$ cat src/rtl/acc_alu_pkg.sv
// Package: operation codes shared by the ALU, its checker and the bench.
// Assumes a 5-bit operation field driven by the core's decoder.
package acc_alu_pkg;
    typedef enum logic [4:0] {
        OP_ADD  = 5'd0,
        OP_ADDC = 5'd1,
        OP_SUBB = 5'd2,
        OP_INC  = 5'd3,
        OP_DEC  = 5'd4,
        OP_AND  = 5'd5,
        OP_OR   = 5'd6,
        OP_XOR  = 5'd7,
        OP_CPL  = 5'd8,
        OP_CLR  = 5'd9,
        OP_RL   = 5'd10,
        OP_RR   = 5'd11,
        OP_RLC  = 5'd12,
        OP_RRC  = 5'd13,
        OP_SWAP = 5'd14,
        OP_DA   = 5'd15,
        OP_MUL  = 5'd16,
        OP_DIV  = 5'd17
    } alu_op_e;
endpackage

$ cat src/rtl/alu_addsub.sv
// Module: adder/subtractor with nibble, bit-6 and bit-7 carry extraction.
// Subtract is done as a + ~b + ~cin, so borrows are inverted carries.
// Assumes W >= 5 so that both nibble and sign carries exist.
module alu_addsub #(
    parameter int W = 8
) (
    input  logic [W-1:0] a,
    input  logic [W-1:0] b,
    input  logic         cin,
    input  logic         sub,
    output logic [W-1:0] sum,
    output logic         c_out,
    output logic         ac_out,
    output logic         ov_out
);
    logic [W-1:0] bx;
    logic         ci;
    logic [4:0]   lo_nib;
    logic [W-1:0] lo_sign;
    logic [W:0]   full;

    // Form operands, the three partial sums and the flags.
    always_comb begin
        bx      = sub ? ~b : b;
        ci      = sub ? ~cin : cin;
        lo_nib  = {1'b0, a[3:0]} + {1'b0, bx[3:0]} + {4'b0, ci};
        lo_sign = {1'b0, a[W-2:0]} + {1'b0, bx[W-2:0]} + {{(W-1){1'b0}}, ci};
        full    = {1'b0, a} + {1'b0, bx} + {{W{1'b0}}, ci};
        sum     = full[W-1:0];
        c_out   = sub ? ~full[W] : full[W];
        ac_out  = sub ? ~lo_nib[4] : lo_nib[4];
        ov_out  = lo_sign[W-1] ^ full[W];
    end
endmodule

$ cat src/rtl/alu_muldiv.sv
// Module: unsigned W x W multiply and W / W restoring divide.
// The divide unrolls W compare-subtract steps; with a zero divisor
// its outputs are meaningless and dz_o is raised.
module alu_muldiv #(
    parameter int W = 8
) (
    input  logic [W-1:0]   a,
    input  logic [W-1:0]   b,
    output logic [2*W-1:0] prod_o,
    output logic [W-1:0]   quo_o,
    output logic [W-1:0]   rem_o,
    output logic           dz_o
);
    logic [W:0] part;

    // Full-width product.
    always_comb prod_o = {{W{1'b0}}, a} * {{W{1'b0}}, b};

    // Restoring division, most significant dividend bit first.
    always_comb begin
        part  = '0;
        quo_o = '0;
        for (int i = W - 1; i >= 0; i--) begin
            part = {part[W-1:0], a[i]};
            if (part >= {1'b0, b}) begin
                part     = part - {1'b0, b};
                quo_o[i] = 1'b1;
            end
        end
        rem_o = part[W-1:0];
        dz_o  = (b == '0);
    end
endmodule

$ cat src/rtl/alu_decadj.sv
// Module: BCD decimal adjust of an 8-bit sum after an addition.
// Assumes two packed BCD digits; the carry is only ever set here.
module alu_decadj (
    input  logic [7:0] a,
    input  logic       cy_i,
    input  logic       ac_i,
    output logic [7:0] res_o,
    output logic       cy_o
);
    logic [8:0] step1;
    logic [8:0] step2;
    logic       hi_fix;

    // Low-digit correction, then high-digit correction on the result.
    always_comb begin
        step1  = {1'b0, a} + ((a[3:0] > 4'd9 || ac_i) ? 9'h006 : 9'h000);
        hi_fix = cy_i || step1[8] || (step1[7:4] > 4'd9);
        step2  = {1'b0, step1[7:0]} + (hi_fix ? 9'h060 : 9'h000);
        res_o  = step2[7:0];
        cy_o   = cy_i | hi_fix;
    end
endmodule

$ cat src/rtl/acc_alu.sv
// Module: accumulator ALU top. Selects among the arithmetic units and
// the in-line logic/rotate results, computes next flags and registers
// everything for one-cycle latency. Synchronous active-low reset.
module acc_alu #(
    parameter int W = 8
) (
    input  logic         clk,
    input  logic         rst_n,
    input  logic [4:0]   op_i,
    input  logic [W-1:0] acc_i,
    input  logic [W-1:0] opnd_i,
    input  logic         cy_i,
    input  logic         ac_i,
    input  logic         ov_i,
    output logic [W-1:0] acc_o,
    output logic [W-1:0] aux_o,
    output logic         cy_o,
    output logic         ac_o,
    output logic         ov_o
);
    import acc_alu_pkg::*;

    localparam int HALF = W / 2;

    alu_op_e        op;
    logic [W-1:0]   as_sum;
    logic           as_c, as_ac, as_ov;
    logic [2*W-1:0] prod;
    logic [W-1:0]   quo, rem;
    logic           dz;
    logic [7:0]     da_res;
    logic           da_cy;
    logic [W-1:0]   nxt_acc, nxt_aux;
    logic           nxt_cy, nxt_ac, nxt_ov;

    assign op = alu_op_e'(op_i);

    alu_addsub #(.W(W)) u_addsub (
        .a      (acc_i),
        .b      (opnd_i),
        .cin    ((op == OP_ADD) ? 1'b0 : cy_i),
        .sub    (op == OP_SUBB),
        .sum    (as_sum),
        .c_out  (as_c),
        .ac_out (as_ac),
        .ov_out (as_ov)
    );

    alu_muldiv #(.W(W)) u_muldiv (
        .a      (acc_i),
        .b      (opnd_i),
        .prod_o (prod),
        .quo_o  (quo),
        .rem_o  (rem),
        .dz_o   (dz)
    );

    alu_decadj u_decadj (
        .a     (acc_i[7:0]),
        .cy_i  (cy_i),
        .ac_i  (ac_i),
        .res_o (da_res),
        .cy_o  (da_cy)
    );

    // Result and next-flag selection by operation.
    always_comb begin
        nxt_acc = acc_i;
        nxt_aux = opnd_i;
        nxt_cy  = cy_i;
        nxt_ac  = ac_i;
        nxt_ov  = ov_i;
        unique case (op)
            OP_ADD, OP_ADDC, OP_SUBB: begin
                nxt_acc = as_sum;
                nxt_cy  = as_c;
                nxt_ac  = as_ac;
                nxt_ov  = as_ov;
            end
            OP_INC:  nxt_acc = acc_i + 1'b1;
            OP_DEC:  nxt_acc = acc_i - 1'b1;
            OP_AND:  nxt_acc = acc_i & opnd_i;
            OP_OR:   nxt_acc = acc_i | opnd_i;
            OP_XOR:  nxt_acc = acc_i ^ opnd_i;
            OP_CPL:  nxt_acc = ~acc_i;
            OP_CLR:  nxt_acc = '0;
            OP_RL:   nxt_acc = {acc_i[W-2:0], acc_i[W-1]};
            OP_RR:   nxt_acc = {acc_i[0], acc_i[W-1:1]};
            OP_RLC: begin
                nxt_acc = {acc_i[W-2:0], cy_i};
                nxt_cy  = acc_i[W-1];
            end
            OP_RRC: begin
                nxt_acc = {cy_i, acc_i[W-1:1]};
                nxt_cy  = acc_i[0];
            end
            OP_SWAP: nxt_acc = {acc_i[HALF-1:0], acc_i[W-1:HALF]};
            OP_DA: begin
                nxt_acc = W'(da_res);
                nxt_cy  = da_cy;
            end
            OP_MUL: begin
                nxt_acc = prod[W-1:0];
                nxt_aux = prod[2*W-1:W];
                nxt_cy  = 1'b0;
                nxt_ov  = |prod[2*W-1:W];
            end
            OP_DIV: begin
                nxt_acc = quo;
                nxt_aux = rem;
                nxt_cy  = 1'b0;
                nxt_ov  = dz;
            end
            default: ;
        endcase
    end

    // Output register with synchronous active-low reset.
    always_ff @(posedge clk) begin
        if (!rst_n) begin
            acc_o <= '0;
            aux_o <= '0;
            cy_o  <= 1'b0;
            ac_o  <= 1'b0;
            ov_o  <= 1'b0;
        end else begin
            acc_o <= nxt_acc;
            aux_o <= nxt_aux;
            cy_o  <= nxt_cy;
            ac_o  <= nxt_ac;
            ov_o  <= nxt_ov;
        end
    end
endmodule

$ cat config.mk
export PLATFORM = sky130hd
export DESIGN_NAME = acc_alu
export DESIGN_NICKNAME = d
export VERILOG_FILES = /design/src/rtl/acc_alu_pkg.sv /design/src/rtl/alu_addsub.sv /design/src/rtl/alu_muldiv.sv /design/src/rtl/alu_decadj.sv /design/src/rtl/acc_alu.sv
export SDC_FILE = /design/constraint.sdc
export NUM_CORES = 1
export LEC_CHECK = 0
export ABC_CLOCK_PERIOD_IN_PS = 26500
export BUFFER_PORTS_ARGS = -buffer_cell sky130_fd_sc_hd__buf_2
export CAP_MARGIN = 20
export CORE_MARGIN = 10
export CORE_UTILIZATION = 30
export DETAILED_ROUTE_END_ITERATION = 16
export HOLD_SLACK_MARGIN = 0.03
export SLEW_MARGIN = 40
export SYNTH_ARGS = -nofsm -noshare
export SYNTH_HDL_FRONTEND = slang
export SYNTH_SLANG_ARGS = --single-unit
export TNS_END_PERCENT = 1
$ cat constraint.sdc
create_clock -name clk -period 26.5 [get_ports clk]
set_input_delay 2.65 -clock clk [delete_from_list [all_inputs] [get_ports clk]]
set_output_delay 2.65 -clock clk [all_outputs]
set_load 0.005 [all_outputs]
==> summary.md <==
| Metric | Value |
|---|---|
| Synth top area share | 21.5% |
| Period Utilization, post-route | 76.9% |
| Clock sink total | 19 |
| Starting DRC count in detailed routing | 720 |
| Ys Warns | 0 |
| CTS H-Tree Depth | 1 |
| Async SR Flop Fraction | 0% |
| Max FO, Critical Path | 18 |
| Vias in the first global route | 7,305 |
| Drt via density | 5.60 |
| Worst setup SP type | primary input |
| Std-Cell Rows | 58 |
| Tmin final | 20.37 ns |
| Slew margin rel. | 48.7% |
| Vias post-DR | 7,548 |
| Total power | 0.501 mW |
| Fill count | 2,698 |
| Initial antenna violation count | 0 |
| Largest net degree at the start of global routing | 36 |
| Synth area leader | ha_1 |
| Max Freq | 49.1 MHz |
| Leading post-synthesis cells by cell area | ha_1 (21%), fa_1 (12%), xnor2_1 (5.7%) |
| Average size of a mapped cell | 7.77 um2 |
| Hold buffer count at cts | 0 |
| # DRC | 0 |
| Setup Slack @ Placement | 6.26 ns |
| Crit-path max cell delay | 0.73 ns |
| Worst Path Required | 26.69 ns |
| Final cell count without fillers | 1,347 |
| GPL Wtd Cong | 0.949 |
| Cell Area, Synth | 7750 um2 |
| Nets | 1,225 |
| Crit Path Class | in -> reg |
| Setup repair bufs after CTS | 0 |
| Post-DP HPWL | 20.6 mm |
| Post-synth EDFFs | 0 |
| Post-synthesis sequential area ratio | 4.91% |
| Slowest CP cell | clkinv_1 |
| Most instantiated cells after synthesis | ha_1 (133), inv_1 (104), nand2_1 (96) |
| DP Area | 8290 um2 |
| Max-cap violations | 0 |
| GRT Util Overall | 15.5% |
| Post-route cell area | 8370 um2 |
| Total grt overflow | 0 |
| Core area | 25,300 um2 |
| Number of buffers added on ports | 44 |
| Antenna diodes | 0 |
| Synth Instances | 997 |
| Endpoints failing setup | 0 |
| CTS buffer count | 3 |
| P&R area growth vs syn | 8.04% |
| Worst-Margin Slew | 0.767 ns |
| Slew Limit Fails | 0 |
| Synth unique cells | 79 |
| Top-count cell post-synth | ha_1 |
| CTS tree | done |
| First drt pass iteration count | 5 |
| Status | complete, no violations |
| Final hold viol count | 0 |
| Hold Crit Class | in -> reg |
| Initial Util | 30.6% |
| Routed len/inst | 19.6 um |
| CP most frequent cell | o21ai_0 |
| Global-route wire length before repair | 41.7 mm |
| Total wire length | 26.4 mm |
| Max Root-Sink Buffers | 2 |
| Static Leak | 4.00 nW |
| Setup ws final | 6.13 ns |
| Layout cells sized above 1 | 9.73% |
| CP endpoint kind | flip-flop |
| Seq cells post-synth | 19 |
| Power per cell area | 59.9 nW/um2 |
| Post-route setup TNS | 0 ns |
| RSZ-0062 raised after global routing | no |
| Post-CTS Resized | 0 |
| Worst Path Arrival | 20.55 ns |
| Root Buffer | clkbuf_16 |
| Mapped Nets | 1,204 |
| Die Span Y | 181 um |
| Clk slew on worst S/H paths | 0.07 ns |
| Worst VDD drop | 0.0355 mV |
| I/O pin count | 45 |
| Primary FF master, synth | dfxtp_1 |
| Antenna violation net count after detailed routing | 0 |
| Die area | 32,700 um2 |
| Die width | 181 um |
| Multi-input gate area | 6830 um2 |
| Placed Cells | 1,343 |
| Reg area | 380 um2 |
[cells by family (layout without fill, tap and decap cells)]
family / after synthesis / in the layout / share of synthesized area [%]
compound gates: 264 / 264 / 23.2
xor+xnor: 68 / 68 / 7.69
mux: 36 / 36 / 5.20
flops: 19 / 19 / 4.91
buf+inv: 140 / 160 / 6.99
fa+ha+maj: 181 / 181 / 33.9
simple gates: 289 / 289 / 18.1
[flip-flops by register name, indices dropped and copies added, names as in the netlist]
register  count
acc_o         8
aux_o         8
ac_o          1
cy_o          1
ov_o          1
[cell type report]
cell class / count / area share, %
Sequential cell: 19 / 4.54
Multi-Input combinational cell: 838 / 81.6
Timing Repair Buffer: 50 / 3.17
Clock inverter: 1 / 0.0897
Inverter: 106 / 4.75
Tap cell: 330 / 4.93
Clock buffer: 3 / 0.897
[worst max-delay path, delay by kind of cell]
kind                     cells  cell delay (ns)
AO/OA/AOI/OAI               41             9.94
AND/OR/NAND/NOR             19             3.66
adder cells (fa/ha/maj)      8             2.61
buffers and inverters        7             1.66
[placed cells by master (no fill, tap or decap), types with 5 or more instances in the layout]
cell,n
ha_1,133
inv_1,104
nand2_1,96
nor2_1,76
o21ai_0,66
a21oi_1,51
xnor2_1,50
fa_1,48
buf_2,44
nor2b_1,23
dfxtp_1,19
a21o_1,18
xor2_1,18
o21bai_1,17
mux2_2,17
nor3_1,14
mux2i_1,14
nand4_1,13
a22oi_1,12
nand2b_1,11
nand3_1,9
a31oi_1,9
o211ai_1,9
a221oi_1,9
or3_1,7
and2_1,6
a21boi_0,6
or4_1,6
buf_4,6
and3_1,5
[metrics by stage]
step,hold WS [ns],util [%]
6_report,2.75,33.1
5_1_grt,2.77,33.1
4_1_cts,2.75,33.1
3_5_place_dp,3.02,32.7
3_3_place_gp,3.02,32.7
2_1_floorplan,2.83,-
[power by group]
part           internal, mW  total, mW  switching [mW]
Combinational         0.178      0.434           0.256
Clock                0.0205     0.0350          0.0145
Sequential           0.0316     0.0325        0.000893
[routing by layer]
layer	wire length [um]	vias up	GRT usage [%]
li1	-	3601	-
met1	12000	3604	21.4
met2	12100	308	25.6
met3	1720	35	1.32
met4	587	0	3.77
met5	0	-	0
[path summary, 6_finish.rpt]
kind | from | end | slack [ns] | cells after the start
min | ac_i | ac_o$_SDFF_PN0_ | 2.75 | 3
max | opnd_i[1] | aux_o[3]$_SDFF_PN0_ | 6.13 | 75
Power figures use the tool's default switching activity.
